<file path="config.mk">
export PLATFORM = sky130hd
export DESIGN_NAME = bt_host_port
export DESIGN_NICKNAME = d
export VERILOG_FILES = /design/src/rtl/bt_host_pkg.sv /design/src/rtl/bt_host_ctrl.sv /design/src/rtl/bt_host_buf.sv /design/src/rtl/bt_host_port.sv
export SDC_FILE = /design/constraint.sdc
export NUM_CORES = 1
export LEC_CHECK = 0
export ABC_AREA = 0
export BUFFER_PORTS_ARGS = -buffer_cell sky130_fd_sc_hd__buf_2
export CAP_MARGIN = 10
export CORE_ASPECT_RATIO = 2
export CORE_MARGIN = 2
export CORE_UTILIZATION = 40
export DETAILED_ROUTE_END_ITERATION = 7
export HOLD_SLACK_MARGIN = 0.1
export PLACE_DENSITY = 0.67
export SETUP_SLACK_MARGIN = 0.02
export SYNTH_ARGS = -nofsm -noshare
export SYNTH_HDL_FRONTEND = slang
export SYNTH_SLANG_ARGS = --single-unit
</file>
<file path="constraint.sdc">
create_clock -name clk -period 3.41 [get_ports clk]
set_input_delay 0.1705 -clock clk [delete_from_list [all_inputs] [get_ports clk]]
set_output_delay 0.1705 -clock clk [all_outputs]
set_load 0.005 [all_outputs]
</file>
<file path="src/rtl/bt_host_pkg.sv">
package bt_host_pkg;
  // Register offsets after masking.
  localparam int CtrlOfs = 0;
  localparam int DataOfs = 1;
  localparam int MaskOfs = 2;

  // Control register bit positions; the host driver depends on them.
  localparam int BitClrWr  = 0;
  localparam int BitClrRd  = 1;
  localparam int BitH2bAtn = 2;
  localparam int BitB2hAtn = 3;
  localparam int BitSmsAtn = 4;
  localparam int BitHBusy  = 6;
  localparam int BitBBusy  = 7;

  // Strobes from the control side to the buffer datapath.
  typedef struct packed {
    logic clrWr;
    logic clrRd;
    logic pushByte;
    logic popByte;
    logic loadRsp;
  } bufStrobes_t;
endpackage

</file>
<file path="src/rtl/bt_host_ctrl.sv">
module bt_host_ctrl
  import bt_host_pkg::*;
#(
  parameter int WINDOW = 4,
  parameter int ADDR_W = 4
) (
  input  logic              clk,
  input  logic              rstN,
  input  logic [ADDR_W-1:0] hostAddr,
  input  logic              hostWrEn,
  input  logic              hostRdEn,
  input  logic [7:0]        hostWrData,
  input  logic [7:0]        bufRdData,
  input  logic              rspReady,
  input  logic              smsAtnSet,
  output logic [7:0]        hostRdData,
  output bufStrobes_t       strobes,
  output logic              reqReady
);
  localparam logic [ADDR_W-1:0] SizeMask = ADDR_W'(WINDOW - 1);

  logic [ADDR_W-1:0] ofs;
  logic ctrlWr, maskWr;
  logic b2hAtn, smsAtn, hBusy, bBusy;
  logic [1:0] maskBits;

  assign ofs    = hostAddr & SizeMask;
  assign ctrlWr = hostWrEn && (ofs == ADDR_W'(CtrlOfs));
  assign maskWr = hostWrEn && (ofs == ADDR_W'(MaskOfs));

  always_comb begin
    strobes.clrWr    = ctrlWr && hostWrData[BitClrWr];
    strobes.clrRd    = ctrlWr && hostWrData[BitClrRd];
    strobes.pushByte = hostWrEn && (ofs == ADDR_W'(DataOfs));
    strobes.popByte  = hostRdEn && (ofs == ADDR_W'(DataOfs));
    strobes.loadRsp  = rspReady;
  end

  always_ff @(posedge clk) begin
    if (!rstN) begin
      b2hAtn   <= 1'b0;
      smsAtn   <= 1'b0;
      hBusy    <= 1'b0;
      bBusy    <= 1'b0;
      maskBits <= '0;
      reqReady <= 1'b0;
    end else begin
      reqReady <= ctrlWr && hostWrData[BitH2bAtn];
      if (ctrlWr) begin
        if (hostWrData[BitB2hAtn]) b2hAtn <= 1'b0;
        if (hostWrData[BitSmsAtn]) smsAtn <= 1'b0;
        if (hostWrData[BitHBusy])  hBusy  <= ~hBusy;
        if (hostWrData[BitH2bAtn]) bBusy  <= 1'b1;
      end
      if (smsAtnSet) smsAtn <= 1'b1;
      // Response completion applied last so it wins any collision.
      if (rspReady) begin
        bBusy  <= 1'b0;
        b2hAtn <= 1'b1;
      end
      if (maskWr) maskBits <= hostWrData[1:0];
    end
  end

  always_comb begin
    hostRdData = 8'h00;
    if (ofs == ADDR_W'(CtrlOfs)) begin
      hostRdData[BitBBusy]  = bBusy;
      hostRdData[BitHBusy]  = hBusy;
      hostRdData[BitSmsAtn] = smsAtn;
      hostRdData[BitB2hAtn] = b2hAtn;
    end else if (ofs == ADDR_W'(DataOfs)) begin
      hostRdData = bufRdData;
    end else if (ofs == ADDR_W'(MaskOfs)) begin
      hostRdData[1:0] = maskBits;
    end
  end

  // response strobe leaves attention set and controller idle.
  a_r9_rsp_sets_atn: assert property (@(posedge clk) disable iff (!rstN)
    rspReady |=> (b2hAtn && !bBusy));
  // hand-over marks controller busy and pulses reqReady.
  a_r5_handover_busy: assert property (@(posedge clk) disable iff (!rstN)
    (ctrlWr && hostWrData[BitH2bAtn] && !rspReady) |=> (bBusy && reqReady));
  // reqReady never lasts two cycles without a second trigger.
  a_r5_pulse_single: assert property (@(posedge clk) disable iff (!rstN)
    (reqReady && !(ctrlWr && hostWrData[BitH2bAtn])) |=> !reqReady);
  // host-busy write flips the stored flag.
  a_r4_toggle: assert property (@(posedge clk) disable iff (!rstN)
    (ctrlWr && hostWrData[BitHBusy]) |=> (hBusy != $past(hBusy)));
  // clearing B2H attention takes effect without a competing response.
  a_r3_b2h_clear: assert property (@(posedge clk) disable iff (!rstN)
    (ctrlWr && hostWrData[BitB2hAtn] && !rspReady) |=> !b2hAtn);
endmodule

</file>
<file path="src/rtl/bt_host_buf.sv">
module bt_host_buf
  import bt_host_pkg::*;
#(
  parameter int BUF_DEPTH = 64,
  parameter int LEN_W     = 7,
  parameter int IDX_W     = 6
) (
  input  logic             clk,
  input  logic             rstN,
  input  bufStrobes_t      strobes,
  input  logic [7:0]       hostWrData,
  input  logic [LEN_W-1:0] rspLen,
  input  logic [IDX_W-1:0] bmcReqIdx,
  input  logic             bmcRspWe,
  input  logic [IDX_W-1:0] bmcRspIdx,
  input  logic [7:0]       bmcRspData,
  output logic [7:0]       bufRdData,
  output logic [7:0]       bmcReqData,
  output logic [LEN_W-1:0] inLen
);
  localparam logic [LEN_W-1:0] Depth = LEN_W'(BUF_DEPTH);

  logic [7:0] inMem  [BUF_DEPTH];
  logic [7:0] outMem [BUF_DEPTH];
  logic [LEN_W-1:0] outLen, outPos;
  logic inRoom, outAvail;

  assign inRoom   = inLen < Depth;
  assign outAvail = outPos < outLen;

  always_ff @(posedge clk) begin
    if (strobes.pushByte && inRoom) inMem[inLen[IDX_W-1:0]] <= hostWrData;
    if (bmcRspWe) outMem[bmcRspIdx] <= bmcRspData;
  end

  always_ff @(posedge clk) begin
    if (!rstN) begin
      inLen  <= '0;
      outLen <= '0;
      outPos <= '0;
    end else begin
      if (strobes.pushByte && inRoom) inLen <= inLen + 1'b1;
      if (strobes.clrWr) inLen <= '0;
      if (strobes.popByte && outAvail) outPos <= outPos + 1'b1;
      if (strobes.clrRd) outPos <= '0;
      if (strobes.loadRsp) begin
        outLen <= (rspLen > Depth) ? Depth : rspLen;
        outPos <= '0;
      end
    end
  end

  assign bufRdData  = outAvail ? outMem[outPos[IDX_W-1:0]] : 8'h00;
  assign bmcReqData = inMem[bmcReqIdx];

  // request length never passes the buffer size.
  a_r6_no_overflow: assert property (@(posedge clk) disable iff (!rstN)
    inLen <= Depth);
  // a push into a full buffer is dropped.
  a_r6_full_drop: assert property (@(posedge clk) disable iff (!rstN)
    (strobes.pushByte && !inRoom && !strobes.clrWr) |=> $stable(inLen));
  // the read position stays within the response.
  a_r7_pos_bound: assert property (@(posedge clk) disable iff (!rstN)
    outPos <= outLen);
  // response load rewinds the read position.
  a_r9_rewind: assert property (@(posedge clk) disable iff (!rstN)
    strobes.loadRsp |=> (outPos == '0));
endmodule

</file>
<file path="src/rtl/bt_host_port.sv">
module bt_host_port
  import bt_host_pkg::*;
#(
  parameter int BUF_DEPTH = 64,
  parameter int WINDOW    = 4,
  parameter int ADDR_W    = 4,
  localparam int LEN_W    = $clog2(BUF_DEPTH + 1),
  localparam int IDX_W    = $clog2(BUF_DEPTH)
) (
  input  logic              clk,
  input  logic              rstN,
  input  logic [ADDR_W-1:0] hostAddr,
  input  logic              hostWrEn,
  input  logic              hostRdEn,
  input  logic [7:0]        hostWrData,
  output logic [7:0]        hostRdData,
  output logic              reqReady,
  output logic [LEN_W-1:0]  reqLen,
  input  logic [IDX_W-1:0]  bmcReqIdx,
  output logic [7:0]        bmcReqData,
  input  logic              bmcRspWe,
  input  logic [IDX_W-1:0]  bmcRspIdx,
  input  logic [7:0]        bmcRspData,
  input  logic              rspReady,
  input  logic [LEN_W-1:0]  rspLen,
  input  logic              smsAtnSet
);
  bufStrobes_t strobes;
  logic [7:0] bufRdData;

  bt_host_ctrl #(.WINDOW(WINDOW), .ADDR_W(ADDR_W)) uCtrl (
    .clk(clk), .rstN(rstN), .hostAddr(hostAddr), .hostWrEn(hostWrEn),
    .hostRdEn(hostRdEn), .hostWrData(hostWrData), .bufRdData(bufRdData),
    .rspReady(rspReady), .smsAtnSet(smsAtnSet), .hostRdData(hostRdData),
    .strobes(strobes), .reqReady(reqReady)
  );

  bt_host_buf #(.BUF_DEPTH(BUF_DEPTH), .LEN_W(LEN_W), .IDX_W(IDX_W)) uBuf (
    .clk(clk), .rstN(rstN), .strobes(strobes), .hostWrData(hostWrData),
    .rspLen(rspLen), .bmcReqIdx(bmcReqIdx), .bmcRspWe(bmcRspWe),
    .bmcRspIdx(bmcRspIdx), .bmcRspData(bmcRspData), .bufRdData(bufRdData),
    .bmcReqData(bmcReqData), .inLen(reqLen)
  );
endmodule

</file>
# --- Yosys cells after proc, flatten, opt, wreduce, memory -nomap -nowiden ---
# Memory sizes are Yosys's and may differ from the RTL's. A register that Yosys moved wholly into a read port is not among the register bits.
# Index checks and enable logic that the tools add are counted.
word_totals:
  word_cells: 62
  n_memories: 2
  mem_bits_rw: 1024
  ff_bits: 28
  out_inout_bits: 24
  in_bits: 46
memory_table:
  columns: ["name", "words", "width", "read_ports", "rd_ports_with_merged_regs", "write_ports", "line_no", "text"]
  rows:
  - ["uBuf.inMem", 64, 8, 1, 0, 1, "bt_host_buf.sv:23", "logic [7:0] inMem [BUF_DEPTH];"]
  - ["uBuf.outMem", 64, 8, 1, 1, 1, "bt_host_buf.sv:24", "logic [7:0] outMem [BUF_DEPTH];"]
classes:
  bitwise_logic: 2
  reduce_logical: 21
  add_sub_neg: 2
  eq_ne: 2
  muxes: 21
  magnitude_cmp: 3
op_table:
  columns: ["operator", "count"]
  rows:
  - ["$mux W6", 3]
  - ["$add A7 B1 Y7 const B", 2]
  - ["$mux W1", 11]
  - ["$logic_and A1 B1 Y1", 9]
  - ["$mux W2", 4]
  - ["$mux W8", 1]
  - ["$reduce_and A2 Y1", 4]
  - ["$reduce_bool A2 Y1", 4]
  - ["$gt A7 B7 Y1 const B", 1]
  - ["$lt A7 B7 Y1", 1]
  - ["$lt A7 B7 Y1 const B", 1]
  - ["$mux W7", 1]
  - ["$logic_not A4 Y1", 1]
  - ["$reduce_or A2 Y1", 2]
  - ["$mux W3", 1]
  - ["$reduce_or A3 Y1", 1]
  - ["$eq A2 B1 Y1 const B", 1]
  - ["$eq A2 B2 Y1 const B", 1]
  - ["$not A1 Y1", 2]

# --- Depth between registers and ports, before layout ---
logic_depth:
  word_depth: 5
  depth_mapped: 10
  depth_no_buf: 8

# --- Hierarchy ---
# Synthesis repeated with hierarchy kept, for this count alone.
hier_totals:
  cells_unflattened: 2052
  area_unflattened_um2: 41307.1
by_module_without_submodules:
  columns: ["mod", "area_each_um2", "seq_area_each_um2", "n_inst", "cells_each"]
  rows:
  - ["bt_host_buf", 40861.7, 31290.0, 1, 2002]
  - ["bt_host_ctrl", 445.4, 140.1, 1, 50]

# --- Worst setup path after synthesis ---
# No wires, ideal clock.
synth_timing:
  path_kind: "register -> output"
  startpoint: "register (tool-made name)"
  endpoint: "output hostRdData[4]"
  stages_incl_launch_ff: 8
  required_time_ns: 3.239
  arrival_time_ns: 2.128
  path_slack_ns: 1.112
  n_path_buf: 2
  cell_sequence: "dfxtp_1 > buf_4 > buf_2 > mux4_2 > mux4_2 > mux2_2 > nand2_1 > nand3_1"
synth_lines:
  columns: ["item", "line_no", "text"]
  rows:
  - ["end: declaration", "bt_host_port.sv:16", "output logic [7:0] hostRdData,"]

==> flow_summary_export.csv <==
group,metric,value,unit
outcome,outcome,"finished, final reports clean",
sta,fmax,297,MHz
clocking,numClockSinks,1058,
synth,synth-adder-area-share,0.00242,
flow_run,cap_violations,0,
sta,period_share,0.988,
sta,finalHoldViolCount,0,
placed_design,dpl_cell_area,43800,um^2
layout,layout.cells.non_filler,3589,
power,netSwitchingPower,0.00515,W
hold_path,holdCritPathClass,"input pin to flop",
die,die_y,458,um
power,p_sw_frac,0.203,
synth,avgSynthCellArea,21.1,um^2
power,powerDensity,537,nW/um^2
sta,setup_viol,0,
global_route,grt_usage,0.188,
synth,ys_seq_elements,1058,
routing,ant_nets,0,
power,p_seq_frac,0.564,
sta,slew_viol_final,0,
setup_path,r2r_cells,5,
synth,ys_types,45,
routing,dr.first_iter.drc_count,1669,
layout,postLayoutCellArea,47300,um^2
setup_path,timing.rr.end,"uBuf.inMem[48][2]",
clocking,cts-buffers-inserted,89,
layout,drive_gt1_frac,0.278,
synth,synth_area,41300,um^2
routing,vias,19700,
clocking,tritoncts,"yes",
sta,finalSetupTns,0,ns
synth,ys_warn_count,0,
die,die-area,106000,um^2
setup_path,r2r_start,"uBuf.inLen[6]",
synth,yosys.area_share.simple,0.0358,
routing,wl_per_cell,27.6,um
clocking,clockBufferDepth,3,
synth,syn_nets,2008,
routing,drc,0,
global_route,grt_pass1_vias,21000,
power,p_clk_frac,0.397,
power,vdd_drop_max,0.000514,V
setup_path,critPathMaxFanout,33,
power,power_leakage,14.6,nW
clocking,clk_pin_slew_worst_paths,0.07,ns
power,combPwrFrac,0.039,
synth,netlist_instances,1954,
placed_design,gp_congestion,0.932,
synth,ys_seq_area_frac,0.761,
power,p_int,0.0202,W
clocking,htreeDepth,3,
routing,routed_wl,99200,um
layout,syn_to_final_growth,14.4,%
clocking,worstSkewPairLatency,0.68,ns
routing,firstDrtPassIters,6,
sta,tightest_slew,1.24,ns
die,num_io_pins,70,
setup_path,crit_path_end_kind,"output port",
die,die_x,231,um
sta,grt_setup_unrepaired,"yes",
synth,synth-main-ff-cell,"edfxtp_1",
layout,antenna_cells,0,
setup_path,cp.arrival,3.20,ns
sta,worst_clock_skew,0.0269,ns
synth,synth_compound_area_frac,0.0144,
layout,layout_commonest_cell,"edfxtp_1",
layout,final_cell_mix,"edfxtp_1, mux4_2, nor2_1, buf_4, clkbuf_16",
setup_path,critical_path_required,3.24,ns
hold_path,hold_depth,3,
placed_design,numPortBuffers,67,
global_route,overflow,0,
synth,synth_top_family_by_area,"multiplexers",
hold_path,hold-path-endpoint,"uBuf.outMem[32][2]",
setup_path,worstSetupStartpointType,"flop",
routing,viasPerCell,5.49,
layout,fill_cells,8332,
global_route,grt_max_degree,65,
synth,yosys.area_share.xor_xnor,0.00233,
synth,synth_edf_count,1024,
layout,fin_nets,2225,
die,rows,166,
sta,whs,0.143,ns
setup_path,r2r_slack,0.70,ns
setup_path,crit_type,"flop to output port",
die,start_util,0.403,
sta,post-route-min-period,3.37,ns
hold_path,worstHoldStart,"bmcRspIdx[2]",
placed_design,dpl.hpwl,69200,um
die,coreArea,102000,um^2
global_route,grt_first_pass_wirelength,142000,um
synth,synth.area.mux_share,0.171,
clocking,ctsRootBufferMaster,"clkbuf_16",
synth,async_flop_share,0,
global_route,antenna_found_initial,2,
placed_design,dp.cells,3379,
sta,slew_headroom,0.172,
[cell type report]
class                           count  area (um^2)  area share
Multi-Input combinational cell    785         9380       0.198
Clock buffer                      109         2430      0.0514
Sequential cell                  1058        31400       0.665
Clock inverter                     56          455     0.00964
Timing Repair Buffer              228         1840      0.0389
Tap cell                         1344         1680      0.0356
Inverter                            9         33.8    0.000715
[registers in the layout, indices dropped and copies added (netlist names), named ones only]
register / flops
uBuf.inLen: 7
uBuf.inMem: 512
uBuf.outLen: 7
uBuf.outMem: 512
uBuf.outPos: 7
uCtrl.b2hAtn: 1
uCtrl.bBusy: 1
uCtrl.hBusy: 1
uCtrl.maskBits: 2
uCtrl.reqReady: 1
uCtrl.smsAtn: 1
[power by group through the flow]
stage	registers [W]	logic [W]	clock network [W]
finish	0.0143	0.000997	0.0101
global route	0.0143	0.00105	0.0107
CTS	0.0143	0.000995	0.0102
detailed placement	0.0146	0.000960	0
global placement	0.0146	0.000928	0
floorplan	0.0146	0.000472	0
[worst max path at each step]
stage                      start             to  cells past startpoint  slack [ns]
floorplan                   flop  hostRdData[4]                      7        1.11
global placement    bmcReqIdx[0]  bmcReqData[4]                      7        0.62
detailed placement  bmcReqIdx[0]  bmcReqData[6]                      7        0.62
CTS                         flop  hostRdData[7]                      7       0.009
global route                flop  hostRdData[5]                      8        0.02
finish                      flop  hostRdData[6]                      7        0.04
[metrics by stage]
step / util / power (W) / setup slack [ns]
finish: 0.461 / 0.0254 / 0.0407
global route: 0.461 / 0.0260 / 0.0194
CTS: 0.460 / 0.0255 / 0.00885
detailed placement: 0.428 / 0.0156 / 0.616
global placement: 0.428 / 0.0155 / 0.622
floorplan: - / 0.0151 / 1.11
[logic make-up after synthesis]
family | count (synthesis)
XOR/XNOR | 11
multiplexers | 353
AND/OR/NAND/NOR | 324
flip-flops | 1058
AO/OA/AOI/OAI | 89
buffers and inverters | 111
adder cells (fa/ha/maj) | 8
[critical path, cell delays in order (launching register included)]
cell and delay [ns]:
dfxtp_4 0.72, buf_4 0.38, mux4_2 0.26, mux2i_1 0.09, a21oi_1 0.67, nand2_1 0.12, nand3_1 0.11, buf_2 0.14
[what timing repair did]
item,4_1_cts,5_1_grt
setup buffers,1,0
endpoints found under the hold margin,112,12
hold buffers,40,1
cloned,0,2
gates resized for setup,7,7
setup endpoints to repair,7,7
[layer usage]
metal / global-route usage / up-vias / part of all wire
li1: - / 8493 / -
met1: 0.172 / 10300 / 0.30
met2: 0.369 / 681 / 0.58
met3: 0.0252 / 249 / 0.040
met4: 0.138 / 0 / 0.076
met5: 0 / - / 0
[Yosys cell counts (2+ instances only)]
cell         n  share of area
dfxtp_1     34          0.016
nand3b_1     7         0.0013
nor3_1       6        0.00073
inv_1        9        0.00082
xnor2_1      3        0.00064
edfxtp_1  1024           0.74
nor2_1     162          0.015
buf_2       26         0.0032
a22o_1       6         0.0013
mux2_2       8         0.0022
nand2_1     48         0.0044
ha_1         8         0.0024
or3b_2       2        0.00042
and2_1      12         0.0018
a211oi_1    12         0.0022
mux4_2     282           0.15
or3_1        3        0.00045
xor2_1       8         0.0017
a22oi_1     19         0.0035
o21ai_0      9         0.0011
a21oi_1     22         0.0027
nand2b_1     7         0.0011
buf_1       16         0.0015
o22ai_1      4        0.00061
nand3_1     27         0.0033
a21boi_0     2        0.00036
and3_1       2        0.00030
mux2i_1     63          0.015
a21o_1       2        0.00036
or2_2        2        0.00030
buf_4       18         0.0033
nand4_1     13         0.0020
clkbuf_1    41         0.0037
a31oi_1      7         0.0011
nor2b_1     30         0.0045
No activity file was read; power rests on OpenSTA's default activity.
